**src/rtl/i2c_rf_pkg.sv**
```systemverilog
package i2c_rf_pkg;

    typedef enum logic [3:0] {
        ST_IDLE,
        ST_START_WAIT,
        ST_ADDR,
        ST_ADDR_WACK,
        ST_ADDR_RACK,
        ST_PTR,
        ST_PTR_ACK,
        ST_WDATA,
        ST_WACK,
        ST_RDATA,
        ST_RACK
    } rf_state_e;

endpackage

```
**src/rtl/i2c_rf_sync.sv**
```systemverilog
module i2c_rf_sync #(
    parameter int STAGES = 2
) (
    input  logic clk,
    input  logic rst_n,
    input  logic scl_i,
    input  logic sda_i,
    output logic scl_s,
    output logic sda_s,
    output logic scl_fall,
    output logic start_det,
    output logic stop_det
);
    localparam int NLINES = 2;

    logic [NLINES-1:0] raw;
    logic [NLINES-1:0] syn;
    logic [NLINES-1:0] prev;

    assign raw = {sda_i, scl_i};

    for (genvar g = 0; g < NLINES; g++) begin : g_line
        logic [STAGES-1:0] chain;
        always_ff @(posedge clk or negedge rst_n) begin
            if (!rst_n) begin
                chain <= '1;
            end else begin
                chain <= {chain[STAGES-2:0], raw[g]};
            end
        end
        assign syn[g] = chain[STAGES-1];
    end

    always_ff @(posedge clk or negedge rst_n) begin
        if (!rst_n) begin
            prev <= '1;
        end else begin
            prev <= syn;
        end
    end

    assign scl_s     = syn[0];
    assign sda_s     = syn[1];
    assign scl_fall  = prev[0] & ~syn[0];
    assign start_det = prev[0] & syn[0] & prev[1] & ~syn[1];
    assign stop_det  = prev[0] & syn[0] & ~prev[1] & syn[1];

endmodule

```
**src/rtl/i2c_rf_snap.sv**
```systemverilog
module i2c_rf_snap #(
    parameter int NREG = 8,
    localparam int IDX_W = $clog2(NREG)
) (
    input  logic              clk,
    input  logic              rst_n,
    input  logic              cap,
    input  logic [NREG*8-1:0] din,
    input  logic [IDX_W-1:0]  idx,
    output logic [7:0]        dout
);
    logic [7:0] bank [NREG];

    for (genvar i = 0; i < NREG; i++) begin : g_byte
        always_ff @(posedge clk or negedge rst_n) begin
            if (!rst_n) begin
                bank[i] <= '0;
            end else if (cap) begin
                bank[i] <= din[8*i +: 8];
            end
        end
    end

    assign dout = bank[idx];

endmodule

```
**src/rtl/i2c_rf_ram.sv**
```systemverilog
module i2c_rf_ram #(
    parameter int DEPTH = 56,
    localparam int AW = $clog2(DEPTH)
) (
    input  logic          clk,
    input  logic          we,
    input  logic [AW-1:0] waddr,
    input  logic [7:0]    wdata,
    input  logic [AW-1:0] raddr,
    output logic [7:0]    rdata
);
    logic [7:0] mem [DEPTH];

    always_ff @(posedge clk) begin
        if (we) begin
            mem[waddr] <= wdata;
        end
    end

    assign rdata = mem[raddr];

endmodule

```
**src/rtl/i2c_regfile_target.sv**
```systemverilog
module i2c_regfile_target
    import i2c_rf_pkg::*;
#(
    parameter logic [6:0] DEV_ADDR = 7'h68,
    parameter int         PTR_W    = 6,
    parameter int         NREG     = 8,
    parameter int         SYNC_STG = 2,
    localparam int        NENT     = 1 << PTR_W,
    localparam int        RAM_DEPTH = NENT - NREG,
    localparam int        RAM_AW   = $clog2(RAM_DEPTH),
    localparam int        IDX_W    = $clog2(NREG)
) (
    input  logic              clk,
    input  logic              rst_n,
    input  logic              scl_i,
    input  logic              sda_i,
    output logic              sda_pull_o,
    output logic              snap_req_o,
    input  logic [NREG*8-1:0] snap_data_i,
    output logic              wr_stb_o,
    output logic [IDX_W-1:0]  wr_idx_o,
    output logic [7:0]        wr_data_o
);
    logic scl_s, sda_s, scl_fall, start_det, stop_det;

    rf_state_e        st_q, st_d;
    logic [7:0]       sh_q, sh_d, sh_nx;
    logic [2:0]       cnt_q, cnt_d;
    logic [PTR_W-1:0] ptr_q, ptr_d;
    logic [7:0]       tx_q, tx_d;
    logic             last_bit;
    logic             ram_we, stb_d;
    logic [PTR_W-1:0] rd_addr, ram_off_rd, ram_off_wr;
    logic [7:0]       snap_dout, ram_dout, rd_data;

    i2c_rf_sync #(.STAGES(SYNC_STG)) u_sync (
        .clk       (clk),
        .rst_n     (rst_n),
        .scl_i     (scl_i),
        .sda_i     (sda_i),
        .scl_s     (scl_s),
        .sda_s     (sda_s),
        .scl_fall  (scl_fall),
        .start_det (start_det),
        .stop_det  (stop_det)
    );

    // read source: next entry while answering a master ACK, else the pointer
    assign rd_addr    = (st_q == ST_RACK) ? ptr_q + PTR_W'(1) : ptr_q;
    assign ram_off_rd = rd_addr - PTR_W'(NREG);
    assign ram_off_wr = ptr_q - PTR_W'(NREG);

    i2c_rf_snap #(.NREG(NREG)) u_snap (
        .clk   (clk),
        .rst_n (rst_n),
        .cap   (start_det),
        .din   (snap_data_i),
        .idx   (rd_addr[IDX_W-1:0]),
        .dout  (snap_dout)
    );

    i2c_rf_ram #(.DEPTH(RAM_DEPTH)) u_ram (
        .clk   (clk),
        .we    (ram_we),
        .waddr (ram_off_wr[RAM_AW-1:0]),
        .wdata (sh_nx),
        .raddr (ram_off_rd[RAM_AW-1:0]),
        .rdata (ram_dout)
    );

    assign rd_data    = (rd_addr < PTR_W'(NREG)) ? snap_dout : ram_dout;
    assign snap_req_o = start_det;
    assign sh_nx      = {sh_q[6:0], sda_s};
    assign last_bit   = (cnt_q == 3'd7);

    // next-state and datapath update
    always_comb begin
        st_d   = st_q;
        sh_d   = sh_q;
        cnt_d  = cnt_q;
        ptr_d  = ptr_q;
        tx_d   = tx_q;
        ram_we = 1'b0;
        stb_d  = 1'b0;
        if (stop_det) begin
            st_d = ST_IDLE;
        end else if (start_det) begin
            st_d  = ST_START_WAIT;
            cnt_d = '0;
        end else if (scl_fall) begin
            unique case (st_q)
                ST_IDLE: st_d = ST_IDLE;
                ST_START_WAIT: begin
                    st_d  = ST_ADDR;
                    cnt_d = '0;
                end
                ST_ADDR: begin
                    sh_d  = sh_nx;
                    cnt_d = cnt_q + 3'd1;
                    if (last_bit) begin
                        if (sh_nx == {DEV_ADDR, 1'b0})      st_d = ST_ADDR_WACK;
                        else if (sh_nx == {DEV_ADDR, 1'b1}) st_d = ST_ADDR_RACK;
                        else                                st_d = ST_IDLE;
                    end
                end
                ST_ADDR_WACK: begin
                    st_d  = ST_PTR;
                    cnt_d = '0;
                end
                ST_ADDR_RACK: begin
                    st_d  = ST_RDATA;
                    tx_d  = rd_data;
                    cnt_d = '0;
                end
                ST_PTR: begin
                    sh_d  = sh_nx;
                    cnt_d = cnt_q + 3'd1;
                    if (last_bit) begin
                        ptr_d = sh_nx[PTR_W-1:0];
                        st_d  = ST_PTR_ACK;
                    end
                end
                ST_PTR_ACK, ST_WACK: begin
                    st_d  = ST_WDATA;
                    cnt_d = '0;
                end
                ST_WDATA: begin
                    sh_d  = sh_nx;
                    cnt_d = cnt_q + 3'd1;
                    if (last_bit) begin
                        if (ptr_q < PTR_W'(NREG)) stb_d  = 1'b1;
                        else                      ram_we = 1'b1;
                        ptr_d = ptr_q + PTR_W'(1);
                        st_d  = ST_WACK;
                    end
                end
                ST_RDATA: begin
                    cnt_d = cnt_q + 3'd1;
                    if (last_bit) st_d = ST_RACK;
                end
                ST_RACK: begin
                    if (!sda_s) begin
                        st_d  = ST_RDATA;
                        ptr_d = ptr_q + PTR_W'(1);
                        tx_d  = rd_data;
                        cnt_d = '0;
                    end else begin
                        st_d = ST_IDLE;
                    end
                end
                default: st_d = ST_IDLE;
            endcase
        end
    end

    // state register and datapath registers
    always_ff @(posedge clk or negedge rst_n) begin
        if (!rst_n) begin
            st_q      <= ST_IDLE;
            sh_q      <= '0;
            cnt_q     <= '0;
            ptr_q     <= '0;
            tx_q      <= '0;
            wr_stb_o  <= 1'b0;
            wr_idx_o  <= '0;
            wr_data_o <= '0;
        end else begin
            st_q     <= st_d;
            sh_q     <= sh_d;
            cnt_q    <= cnt_d;
            ptr_q    <= ptr_d;
            tx_q     <= tx_d;
            wr_stb_o <= stb_d;
            if (stb_d) begin
                wr_idx_o  <= ptr_q[IDX_W-1:0];
                wr_data_o <= sh_nx;
            end
        end
    end

    // line output per state
    always_comb begin
        unique case (st_q)
            ST_ADDR_WACK, ST_ADDR_RACK, ST_PTR_ACK, ST_WACK: sda_pull_o = 1'b1;
            ST_RDATA: sda_pull_o = ~tx_q[3'd7 - cnt_q];
            default:  sda_pull_o = 1'b0;
        endcase
    end

endmodule

```
**config.mk**
```make
export PLATFORM = sky130hd
export DESIGN_NAME = i2c_regfile_target
export DESIGN_NICKNAME = d
export VERILOG_FILES = /design/src/rtl/i2c_rf_pkg.sv /design/src/rtl/i2c_rf_sync.sv /design/src/rtl/i2c_rf_snap.sv /design/src/rtl/i2c_rf_ram.sv /design/src/rtl/i2c_regfile_target.sv
export SDC_FILE = /design/constraint.sdc
export NUM_CORES = 1
export LEC_CHECK = 0
export BUFFER_PORTS_ARGS = -buffer_cell sky130_fd_sc_hd__buf_2
export CORE_MARGIN = 2
export CORE_UTILIZATION = 35
export CTS_CLUSTER_DIAMETER = 40
export DETAILED_ROUTE_END_ITERATION = 8
export GPL_ROUTABILITY_DRIVEN = 0
export GPL_TIMING_DRIVEN = 0
export PLACE_DENSITY_LB_ADDON = 0.25
export SKIP_CTS_REPAIR_TIMING = 1
export SYNTH_ARGS = -nofsm -noshare
export SYNTH_HDL_FRONTEND = slang
export SYNTH_SLANG_ARGS = --single-unit
```
**constraint.sdc**
```tcl
create_clock -name clk -period 3.4 [get_ports clk]
set_input_delay 0.51 -clock clk [delete_from_list [all_inputs] [get_ports clk]]
set_output_delay 0.51 -clock clk [all_outputs]
set_load 0.01 [all_outputs]
```
==> out/qor.txt <==
status: finished, violations left
violated checks: negative setup slack
Seq pwr share: 44.3%
final worst-path cycle share: 102%
largest net degree at the start of global routing: 81
Critical Setup Path Class: reg -> reg
drt via density: 6.04
synth warn: 0
setup ws final: -0.0606 ns
number of diodes: 0
unrepaired setup endpoints after global routing: true
Async S/R FF share, synth: 19.7%
Reg-to-Reg End: u_ram.mem[10][2]
Synth Area in Compound Gates: 12.0%
Clock Sinks: 558
DRC viols: 0
net count after synthesis: 2042
post-DP HPWL: 63.4 mm
first-pass GRT wire length: 131 mm
DRT iter0 DRCs: 2495
H-tree depth: 3
Area growth, synth to finish: 22.6%
P_leak: 0.0107 µW
commonest non-fill, non-tap cell in the layout: edfxtp_1
gr usage total: 22.9%
startpoint types: register
hold depth: 2
Ports: 82
CTS tree: done
slew margin rel.: 22.2%
Post-Synth XOR/XNOR Area: 0.354%
row cnt: 101
fin crit period: 3.46 ns
Synth Area in Simple Gates: 5.81%
vias: 19704
Avg WL per Cell: 28.4 µm
vias in the first global route: 19062
PortBufs: 81
Internal: 13500 µW
Synth cell types: 64
skew final: 0.0304 ns
Mapped Avg Cell Area: 13.6 µm²
CP max FO: 10
CP required: 3.68 ns
Placeable Area: 0.0759 mm²
nets@finish: 2241
total congestion overflow: 0
fin. max-slew vios: 0
setup slack at placement: -1.68 ns
worst hold slack: 0.114 ns
pwr/cell area: 559 mW/mm²
Clk pwr share: 44.5%
Mapped Area: 0.0268 mm²
initial antenna violation count: 3
worst hold path endpoint: u_snap.bank[31]
layout cells sized above 1: 29.3%
RR Startpoint: ptr_q[0]
post-synthesis adder-cell area fraction: 0.280%
post-route ant nets: 0
die area: 0.0789 mm²
max_cap viols: 0
worst r2r path cells: 8
final instance area: 0.0329 mm²
Top FF cell, synth: edfxtp_1
Area after DPL: 0.0287 mm²
FMAX: 0.289 GHz
DRT Wirelength: 92.8 mm
DIE WIDTH: 281 µm
fin util: 43.3%
Least-Margin Pin Slew: 1.16 ns
slack of the worst reg-to-reg path: -0.06 ns
Worst Min Path Start: snap_data_i[39]
leading cell types in the layout, fill and taps excluded: edfxtp_1, mux2i_1, mux2_2
worst-case clock buffer depth: 3
Seq cells post-synth: 558
Fin. Hold Viols: 0
sw frac: 26.3%
multiplexer share of the synthesized area: 18.1%
Starting Density: 35.3%
Tot Pwr: 18400 µW
Psw: 4830 µW
Clock transition at path regs: 0.05 ns
clk root buf: clkbuf_16
endpoints failing setup: 33
Max IR drop VDD: 0.000485 V
Critical Path AT: 3.74 ns
Chip Height: 281 µm
Hold Path Class: in -> reg
Critical Path End Type: register
main combinational cell family by area after synthesis: multiplexers
EDFF count, synth: 448
Combinational Power Share: 11.2%
worst skew pair latency: 0.64 ns
Seq/Total Area, Yosys: 60.4%
DRT Pass-1 Iters: 6
cell count after synthesis: 1968
CTS Buf Count: 79
==> worst max-delay path by stage <==
stage          slack [ns]          endpoint  cells past startpoint  startpoint
6_report            -0.06  u_ram.mem[10][2]                      8    ptr_q[0]
5_1_grt             -0.10           tx_q[6]                     15     st_q[0]
4_1_cts             -1.68           tx_q[3]                     15     st_q[1]
3_5_place_dp        -1.68           tx_q[3]                     15     st_q[1]
3_3_place_gp        -1.66           tx_q[3]                     15     st_q[1]
2_1_floorplan        0.04           tx_q[6]                     16     st_q[1]
==> per-layer routing <==
metal | track usage, % | up-vias | share of wire [%]
met5 | 0 | - | 0.025
met4 | 9.75 | 4 | 4.2
met3 | 4.33 | 227 | 9.2
met1 | 30.9 | 10097 | 40
li1 | - | 8337 | -
met2 | 36.1 | 1039 | 46
==> kinds of logic (layout without fill, tap and decap cells) <==
| logic type | Yosys count | count (layout) |
|---|---|---|
| AOI/OAI and AO/OA | 448 | 448 |
| xor gates and xnor gates | 10 | 10 |
| adders and majority gates | 6 | 6 |
| buffers and inverters | 174 | 438 |
| DFF | 558 | 558 |
| muxes | 448 | 448 |
| and+or+nand+nor | 324 | 324 |
==> critical path, cell delays in order, from the launching register on <==
cell	delay, ns
dfrtp_1	0.42
buf_4	0.22
buf_2	0.24
buf_2	0.28
clkbuf_4	0.32
buf_2	0.33
nor3_4	0.42
nand2_2	0.42
nor2_4	0.43
==> registers in the layout, indices dropped and copies added (netlist names) <==
signal and count:
st_q 4, ptr_q 6, u_ram.mem 448, wr_stb_o 1, u_sync.g_line.chain 4, wr_idx_o 3, wr_data_o 8, tx_q 8
u_snap.bank 64, sh_q 7, cnt_q 3, u_sync.prev 2
==> cells in the mapped netlist (39+ instances only) <==
library cell | count | area share, %
buf_2 | 68 | 1.3
a22oi_1 | 41 | 1.1
nand3_1 | 73 | 1.4
edfxtp_1 | 448 | 50
mux2i_1 | 281 | 10
nor3_1 | 45 | 0.84
o221ai_1 | 42 | 1.4
dfrtp_1 | 104 | 9.7
a21oi_1 | 44 | 0.82
clkbuf_1 | 64 | 0.90
a221oi_1 | 67 | 2.2
nand2_1 | 39 | 0.55
mux2_2 | 152 | 6.4
nor2_1 | 97 | 1.4
o22ai_1 | 110 | 2.6
o21ai_0 | 49 | 0.91
==> power groups by stage <==
stage,logic [µW],registers [µW],clock network (µW)
5_1_grt,2190,8180,8530
3_5_place_dp,1960,8270,0
4_1_cts,1970,8140,8220
6_report,2060,8140,8170
2_1_floorplan,1160,8220,0
3_3_place_gp,1650,8490,0
==> stage by stage <==
| step | instances | setup TNS [ns] |
|---|---|---|
| 6_report | 3262 | -0.789 |
| 5_1_grt | 3262 | -3.17 |
| 4_1_cts | 3233 | -211.04 |
| 3_5_place_dp | 3087 | -207.46 |
| 3_3_place_gp | 3079 | -186.55 |
| 2_1_floorplan | 1968 | 0 |
==> cell type report <==
cell class | count | area (µm²)
repair buffers | 124 | 1030
clock inverters | 48 | 526
plain buffers | 156 | 830
fillers | 6886 | 43100
well taps | 1030 | 1290
inverters | 12 | 45.0
clock buffers | 98 | 2090
flip-flops and latches | 558 | 16200
multi-input cells | 1236 | 10900
Power figures use the tool's default switching activity.
